### config.mk
export PLATFORM = sky130hd
export DESIGN_NAME = i2c_stat_reg
export DESIGN_NICKNAME = d
export VERILOG_FILES = /design/src/rtl/i2c_stat_pkg.sv /design/src/rtl/i2c_stat_flag.sv /design/src/rtl/i2c_stat_bufs.sv /design/src/rtl/i2c_stat_bus.sv /design/src/rtl/i2c_stat_reg.sv
export SDC_FILE = /design/constraint.sdc
export NUM_CORES = 1
export LEC_CHECK = 0
export ABC_AREA = 1
export CORE_MARGIN = 1
export CORE_UTILIZATION = 32
export CTS_CLUSTER_DIAMETER = 120
export DETAILED_ROUTE_END_ITERATION = 8
export PLACE_DENSITY_LB_ADDON = 0.3
export SKIP_CTS_REPAIR_TIMING = 1
export SLEW_MARGIN = 20
export SYNTH_ARGS = -nofsm -noshare
export SYNTH_HDL_FRONTEND = slang
export SYNTH_SLANG_ARGS = --single-unit
export TNS_END_PERCENT = 10
### constraint.sdc
create_clock -name clk -period 2.5 [get_ports clk]
set_clock_uncertainty 0.05 [all_clocks]
set_input_delay 0.375 -clock clk [delete_from_list [all_inputs] [get_ports clk]]
set_output_delay 0.375 -clock clk [all_outputs]
set_load 0.005 [all_outputs]
### src/rtl/i2c_stat_pkg.sv
package i2c_stat_pkg;
  localparam int unsigned STAT_W = 16;

  // bit positions in the status word
  localparam int unsigned B_ACK   = 15;
  localparam int unsigned B_TRX   = 14;
  localparam int unsigned B_BCOL  = 10;
  localparam int unsigned B_GCALL = 9;
  localparam int unsigned B_A10   = 8;
  localparam int unsigned B_WCOL  = 7;
  localparam int unsigned B_OVF   = 6;
  localparam int unsigned B_DA    = 5;
  localparam int unsigned B_STOP  = 4;
  localparam int unsigned B_START = 3;
  localparam int unsigned B_RBF   = 1;
  localparam int unsigned B_TBF   = 0;

  // index of each set/clear flag cell
  typedef enum logic [2:0] {
    F_TRX   = 3'd0,
    F_BCOL  = 3'd1,
    F_GCALL = 3'd2,
    F_A10   = 3'd3,
    F_WCOL  = 3'd4,
    F_OVF   = 3'd5
  } flag_idx_e;
  localparam int unsigned NUM_FLAGS = 6;
endpackage

### src/rtl/i2c_stat_flag.sv
// One flag with a set input that wins over a clear input.
module i2c_stat_flag (
  input  logic clk,
  input  logic rst_n,
  input  logic set_i,
  input  logic clr_i,
  output logic q_o
);
  always_ff @(posedge clk or negedge rst_n) begin
    if (!rst_n)     q_o <= 1'b0;
    else if (set_i) q_o <= 1'b1;
    else if (clr_i) q_o <= 1'b0;
  end
endmodule

### src/rtl/i2c_stat_bufs.sv
// Holding register occupancy plus the collision and overflow events.
module i2c_stat_bufs (
  input  logic clk,
  input  logic rst_n,
  input  logic rx_byte_i,
  input  logic rx_rd_i,
  input  logic tx_wr_i,
  input  logic busy_i,
  input  logic tx_load_i,
  output logic rbf_o,
  output logic tbf_o,
  output logic ovf_evt_o,
  output logic wcol_evt_o,
  output logic tx_accept_o
);
  logic rbf_q, tbf_q;

  // a byte arriving while the previous one is still unread and not being read
  assign ovf_evt_o   = rx_byte_i && rbf_q && !rx_rd_i;
  assign wcol_evt_o  = tx_wr_i && (busy_i || tbf_q);
  assign tx_accept_o = tx_wr_i && !busy_i && !tbf_q;

  always_ff @(posedge clk or negedge rst_n) begin
    if (!rst_n) begin
      rbf_q <= 1'b0;
      tbf_q <= 1'b0;
    end else begin
      if (rx_byte_i)    rbf_q <= 1'b1;
      else if (rx_rd_i) rbf_q <= 1'b0;
      if (tx_accept_o)    tbf_q <= 1'b1;
      else if (tx_load_i) tbf_q <= 1'b0;
    end
  end

  assign rbf_o = rbf_q;
  assign tbf_o = tbf_q;
endmodule

### src/rtl/i2c_stat_bus.sv
// Bus-condition flags: Start/Stop pair, acknowledge result, data/address.
module i2c_stat_bus (
  input  logic clk,
  input  logic rst_n,
  input  logic start_i,
  input  logic rstart_i,
  input  logic stop_i,
  input  logic ack_done_i,
  input  logic nack_i,
  input  logic addr_match_i,
  input  logic tx_accept_i,
  input  logic rx_byte_i,
  input  logic slave_i,
  output logic start_o,
  output logic stop_o,
  output logic ack_o,
  output logic da_o
);
  logic any_start;
  logic da_set;

  assign any_start = start_i || rstart_i;
  assign da_set    = tx_accept_i || (rx_byte_i && slave_i);

  always_ff @(posedge clk or negedge rst_n) begin
    if (!rst_n) begin
      start_o <= 1'b0;
      stop_o  <= 1'b0;
      ack_o   <= 1'b0;
      da_o    <= 1'b0;
    end else begin
      // Stop is the later condition, so it wins a same-cycle tie
      if (stop_i) begin
        stop_o  <= 1'b1;
        start_o <= 1'b0;
      end else if (any_start) begin
        start_o <= 1'b1;
        stop_o  <= 1'b0;
      end
      if (ack_done_i) ack_o <= nack_i;
      // an address match marks the byte as address, overriding a set
      if (addr_match_i) da_o <= 1'b0;
      else if (da_set)  da_o <= 1'b1;
    end
  end
endmodule

### src/rtl/i2c_stat_reg.sv
module i2c_stat_reg
  import i2c_stat_pkg::*;
#(
  parameter int unsigned REG_W = STAT_W
) (
  input  logic             clk,
  input  logic             rst_n,
  input  logic             ev_start_i,
  input  logic             ev_rstart_i,
  input  logic             ev_stop_i,
  input  logic             ev_ack_done_i,
  input  logic             ack_nack_i,
  input  logic             ev_mtx_begin_i,
  input  logic             ev_collide_i,
  input  logic             ev_gcall_i,
  input  logic             ev_addr10_i,
  input  logic             ev_addr_match_i,
  input  logic             ev_rx_byte_i,
  input  logic             slave_role_i,
  input  logic             ev_tx_load_i,
  input  logic             host_tx_wr_i,
  input  logic             core_busy_i,
  input  logic             host_rx_rd_i,
  input  logic             sw_wr_en_i,
  input  logic [REG_W-1:0] sw_wr_data_i,
  output logic [REG_W-1:0] rd_data_o
);
  logic [NUM_FLAGS-1:0] f_set, f_clr, f_q;
  logic rbf, tbf, ovf_evt, wcol_evt, tx_accept;
  logic s_q, p_q, ack_q, da_q;
  logic sw_clr_bcol, sw_clr_wcol, sw_clr_ovf;

  assign sw_clr_bcol = sw_wr_en_i && !sw_wr_data_i[B_BCOL];
  assign sw_clr_wcol = sw_wr_en_i && !sw_wr_data_i[B_WCOL];
  assign sw_clr_ovf  = sw_wr_en_i && !sw_wr_data_i[B_OVF];

  i2c_stat_bufs u_bufs (
    .clk(clk), .rst_n(rst_n),
    .rx_byte_i(ev_rx_byte_i), .rx_rd_i(host_rx_rd_i),
    .tx_wr_i(host_tx_wr_i), .busy_i(core_busy_i), .tx_load_i(ev_tx_load_i),
    .rbf_o(rbf), .tbf_o(tbf), .ovf_evt_o(ovf_evt),
    .wcol_evt_o(wcol_evt), .tx_accept_o(tx_accept)
  );

  i2c_stat_bus u_bus (
    .clk(clk), .rst_n(rst_n),
    .start_i(ev_start_i), .rstart_i(ev_rstart_i), .stop_i(ev_stop_i),
    .ack_done_i(ev_ack_done_i), .nack_i(ack_nack_i),
    .addr_match_i(ev_addr_match_i), .tx_accept_i(tx_accept),
    .rx_byte_i(ev_rx_byte_i), .slave_i(slave_role_i),
    .start_o(s_q), .stop_o(p_q), .ack_o(ack_q), .da_o(da_q)
  );

  always_comb begin
    f_set = '0;
    f_clr = '0;
    f_set[F_TRX]   = ev_mtx_begin_i;
    f_clr[F_TRX]   = ev_ack_done_i;
    f_set[F_BCOL]  = ev_collide_i;
    f_clr[F_BCOL]  = sw_clr_bcol;
    f_set[F_GCALL] = ev_gcall_i;
    f_clr[F_GCALL] = ev_stop_i;
    f_set[F_A10]   = ev_addr10_i;
    f_clr[F_A10]   = ev_stop_i;
    f_set[F_WCOL]  = wcol_evt;
    f_clr[F_WCOL]  = sw_clr_wcol;
    f_set[F_OVF]   = ovf_evt;
    f_clr[F_OVF]   = sw_clr_ovf;
  end

  for (genvar g = 0; g < NUM_FLAGS; g++) begin : g_flag
    i2c_stat_flag u_flag (
      .clk(clk), .rst_n(rst_n),
      .set_i(f_set[g]), .clr_i(f_clr[g]), .q_o(f_q[g])
    );
  end

  always_comb begin
    rd_data_o          = '0;
    rd_data_o[B_ACK]   = ack_q;
    rd_data_o[B_TRX]   = f_q[F_TRX];
    rd_data_o[B_BCOL]  = f_q[F_BCOL];
    rd_data_o[B_GCALL] = f_q[F_GCALL];
    rd_data_o[B_A10]   = f_q[F_A10];
    rd_data_o[B_WCOL]  = f_q[F_WCOL];
    rd_data_o[B_OVF]   = f_q[F_OVF];
    rd_data_o[B_DA]    = da_q;
    rd_data_o[B_STOP]  = p_q;
    rd_data_o[B_START] = s_q;
    rd_data_o[B_RBF]   = rbf;
    rd_data_o[B_TBF]   = tbf;
  end
endmodule

After elaboration in Yosys (flattened, before gate mapping)
Cells that the tools add are included.
{"block": "totals", "reg_bits": 12, "latch_bits": 0, "mem_bits_rw": 0, "mem_bits_ro": 0, "in_bits": 35, "out_inout_bits": 16, "word_cells": 61, "mem_count": 0}
{"block": "classes", "add_sub_neg": 0, "mul": 0, "n_div": 0, "magnitude_cmp": 0, "eq_ne": 0, "shift": 0, "mux": 21, "bitwise": 0, "reduce_logical": 28}
{"cell": "1-bit two-way mux", "count": 21}
{"cell": "2-bit nonzero test", "count": 10}
{"cell": "1-bit logical AND", "count": 9}
{"cell": "1-bit logical NOT", "count": 6}
{"cell": "1-bit logical OR", "count": 3}

Depth between registers and ports, before layout
{"block": "logic_depth", "word_depth": 6, "mapped_depth": 3, "ltp_nobuf": 3}

Modules after synthesis
A second synthesis with hierarchy kept.
{"block": "unflattened", "cells_unflattened": 75, "area_unflattened_um2": 594.3}
{"mod": "i2c_stat_flag", "instances": 6, "cells_each": 5, "area_each_um2": 40.0, "seq_area_each_um2": 25.0}
{"mod": "i2c_stat_bus", "instances": 1, "cells_each": 16, "area_each_um2": 151.4, "seq_area_each_um2": 100.1}
{"mod": "i2c_stat_bufs", "instances": 1, "cells_each": 14, "area_each_um2": 101.3, "seq_area_each_um2": 50.0}
{"mod": "i2c_stat_reg", "instances": 1, "cells_each": 15, "area_each_um2": 101.3, "seq_area_each_um2": 0.0}

Worst setup path after synthesis
OpenSTA, ideal clock, no wires.
{"block": "synth_path", "kind": "register to output", "startpoint": "reg u_bufs.tbf_q, in the netlist u_bufs.tbf_o", "endpoint": "out rd_data_o[0]", "arrival_time_ns": 0.507, "required_ns": 2.075, "setup_slack_ns": 1.568, "stages_incl_launch_ff": 2, "cell_sequence": "dfrtp_1 -> buf_4"}
{"element": "from (decl)", "line": "i2c_stat_bufs.sv:16", "text": "logic rbf_q, tbf_q;"}
{"element": "from (signal assigned)", "line": "i2c_stat_bufs.sv:26", "text": "tbf_q <= 1'b0;"}
{"element": "from (signal assigned)", "line": "i2c_stat_bufs.sv:30", "text": "if (tx_accept_o) tbf_q <= 1'b1;"}
{"element": "from (signal assigned)", "line": "i2c_stat_bufs.sv:31", "text": "else if (tx_load_i) tbf_q <= 1'b0;"}
{"element": "to (decl)", "line": "i2c_stat_reg.sv:26", "text": "output logic [REG_W-1:0] rd_data_o"}
No word-level cell between the ends.

Worst setup path in the final report
{"block": "layout_path", "startpoint": "reg u_bufs.tbf_q, in the netlist u_bufs.tbf_o", "endpoint": "out rd_data_o[0]"}
No word-level cell between the ends.

==> impl_metrics.tcl <==
set metrics [dict create \
    status "complete, no violations" \
    cts_buffers 3 \
    relSlewSlack_pct 63.7 \
    fmax_ghz 0.630 \
    pwr-share-seq_pct 51.5 \
    die-area_mm2 0.00198 \
    switching_share_pct 22.3 \
    hold_violations 0 \
    end_kind "output port" \
    grt_pass1_vias 427 \
    worstReg2RegStart "u_bufs.tbf_o" \
    cpLargestDelayFamily "buffers and inverters" \
    ios 51 \
    cp_cell_sequence "clkdlybuf4s50_1" \
    dp_hpwl_um 831 \
    grt_overflow_total 0 \
    syn_inst 60 \
    n_antenna_cell 0 \
    synth.avg_cell_area_um2 9.66 \
    synthTopCellsByArea "dfrtp_1 (52%), buf_4 (21%), o21ai_0 (6.0%)" \
    multi_input_area_um2 140 \
    period_needed_ns 1.59 \
    ant_nets 0 \
    worstSetupStartpoint "u_bufs.tbf_o" \
    antenna_found_initial 0 \
    power_frac_clock_pct 26.3 \
    area_growth_pct 47.5 \
    synth_area_leader_cell "dfrtp_1" \
    synth_top_area_share_pct 51.8 \
    placementRows 15 \
    final_util_pct 50.0 \
    initial_core_util_pct 33.9 \
    regArea_um2 300 \
    power_density_mw_per_mm2 500 \
    die_y_um 44.5 \
    worst_pin_slew_ns 0.542 \
    fin_crit_sh_pct 63.5 \
    drc 0 \
    core-area_mm2 0.00171 \
    dr.pass1.iters 1 \
    io_buffers 33 \
    cpMaxStageDelayCell "clkdlybuf4s50_1" \
    cts_root_buf "clkbuf_4" \
    htreeDepth 1 \
    insertion_delay_ns 0.26 \
    viasPerCell 4.08 \
    rsz0062_at_grt "no" \
    layout.nets 120 \
    fill_cells 171 \
    ys_seq_area_share_pct 51.8 \
    grt_usage_pct 12.1 \
    p_leak_nw 0.389 \
    num_vias 441 \
    arrival_ns 1.16 \
    hold_class "in -> async" \
    yosys_warnings 0 \
    tns_ns 0 \
    drtIter0Drc 0 \
    drt-total-wl_um 998 \
    drv_slew 0 \
    p_int_mw 0.332 \
    ir_drop_mv 0.239 \
    cts_tree "built" \
    grt_pass1_wl_um 1660 \
    setup_violations 0 \
    die_x_um 44.5 \
    clockBufferDepth 2 \
    drv_cap 0 \
    grt_max_degree 13 \
    syn_area_um2 579 \
    clk_pin_slew_ns 0.07 \
    drive_gt1_share_pct 7.23 \
    cp.buffers_inverters 1 \
    path_class "reg -> out" \
    ys_types 13 \
    crit_path_max_fanout 4 \
    critical_path_required_ns 2.08 \
    wl_per_cell_um 9.24 \
    ys_ff_latch 12 \
    gp_congestion 0.599 \
    switchingPower_mw 0.0951 \
    cts_sinks 12 \
    combPwrFrac_pct 22.3 \
    cp_slowest_stage_delay_ns 0.52 \
    start_kind "flip-flop" \
]
-- cells in the final DEF, fill, tap and decap left out --
cell             netlist  final
clkdlybuf4s50_1        0     33
a21oi_1                2      2
o21ai_2                1      1
nand2_1                5      5
nor2_1                 2      2
or2_4                  1      1
a21o_1                 2      2
nor2_2                 1      1
inv_1                  8      8
o21bai_1               2      2
o21ai_0                7      7
clkbuf_4               0      3
dfrtp_1               12     12
conb_1                 1      4
-- synthesized netlist by cell type (all sizes together) --
library cell	number
buf	16
nand2	5
a21oi	2
o21bai	2
a21o	2
inv	8
or2	1
nor2	3
conb	1
o21ai	8
dfrtp	12
-- kinds of logic after synthesis --
kind of cell | count (synthesis) | synth area share (%)
buffers and inverters | 24 | 25.9
AOI/OAI and AO/OA | 14 | 14.5
DFF | 12 | 51.8
and+or+nand+nor | 9 | 7.13
other | 1 | 0.647
-- through the flow --
step	power, mW	setup WS, ns	std cells	area [um^2]	hold slack [ns]
floorplan	0.272	1.57	63	591	0.0294
global placement	0.318	1.19	105	832	0.412
detailed placement	0.320	1.18	105	832	0.423
CTS	0.437	0.886	108	855	0.436
global route	0.459	0.859	108	855	0.452
finish	0.427	0.911	108	855	0.416
-- power groups by stage --
| stage | Sequential, mW | Clock [mW] | Combinational, mW |
|---|---|---|---|
| 2_1_floorplan | 0.221 | 0 | 0.0503 |
| 3_3_place_gp | 0.223 | 0 | 0.0943 |
| 3_5_place_dp | 0.224 | 0 | 0.0966 |
| 4_1_cts | 0.220 | 0.120 | 0.0969 |
| 5_1_grt | 0.222 | 0.131 | 0.106 |
| 6_report | 0.220 | 0.112 | 0.0951 |
-- sequential cells by signal (all words and copies together), names as in the netlist --
signal,cells
g_flag.u_flag.q_o,6
u_bufs.rbf_o,1
u_bufs.tbf_o,1
u_bus.ack_o,1
u_bus.da_o,1
u_bus.start_o,1
u_bus.stop_o,1
-- worst paths after layout --
path,slack (ns),cells after the start,end
max,0.91,1,rd_data_o[0]
min,0.42,1,g_flag[2].u_flag.q_o
max reg2reg,1.63,3,u_bus.da_o
min reg2reg,0.43,1,g_flag[3].u_flag.q_o
max in group asynchronous,1.63,1,u_bus.ack_o
min in group clk,0.43,1,g_flag[3].u_flag.q_o
-- area by class of cell --
type                    instances  area share, %
flip-flops and latches         12           35.1
clock buffers                   3           2.64
inverters                       8           3.51
multi-input cells              27           16.4
repair buffers                 33           38.7
well taps                      25           3.66
-- metal layers --
| layer | share of wire, % | vias to the layer above | GRT usage [%] |
|---|---|---|---|
| li1 | - | 212 | - |
| met1 | 41 | 207 | 12.5 |
| met2 | 51 | 22 | 20.3 |
| met3 | 7.4 | 0 | 4.90 |
| met4 | 0 | 0 | 7.27 |
| met5 | 0 | - | 0 |
(Power assumes the default switching activity.)
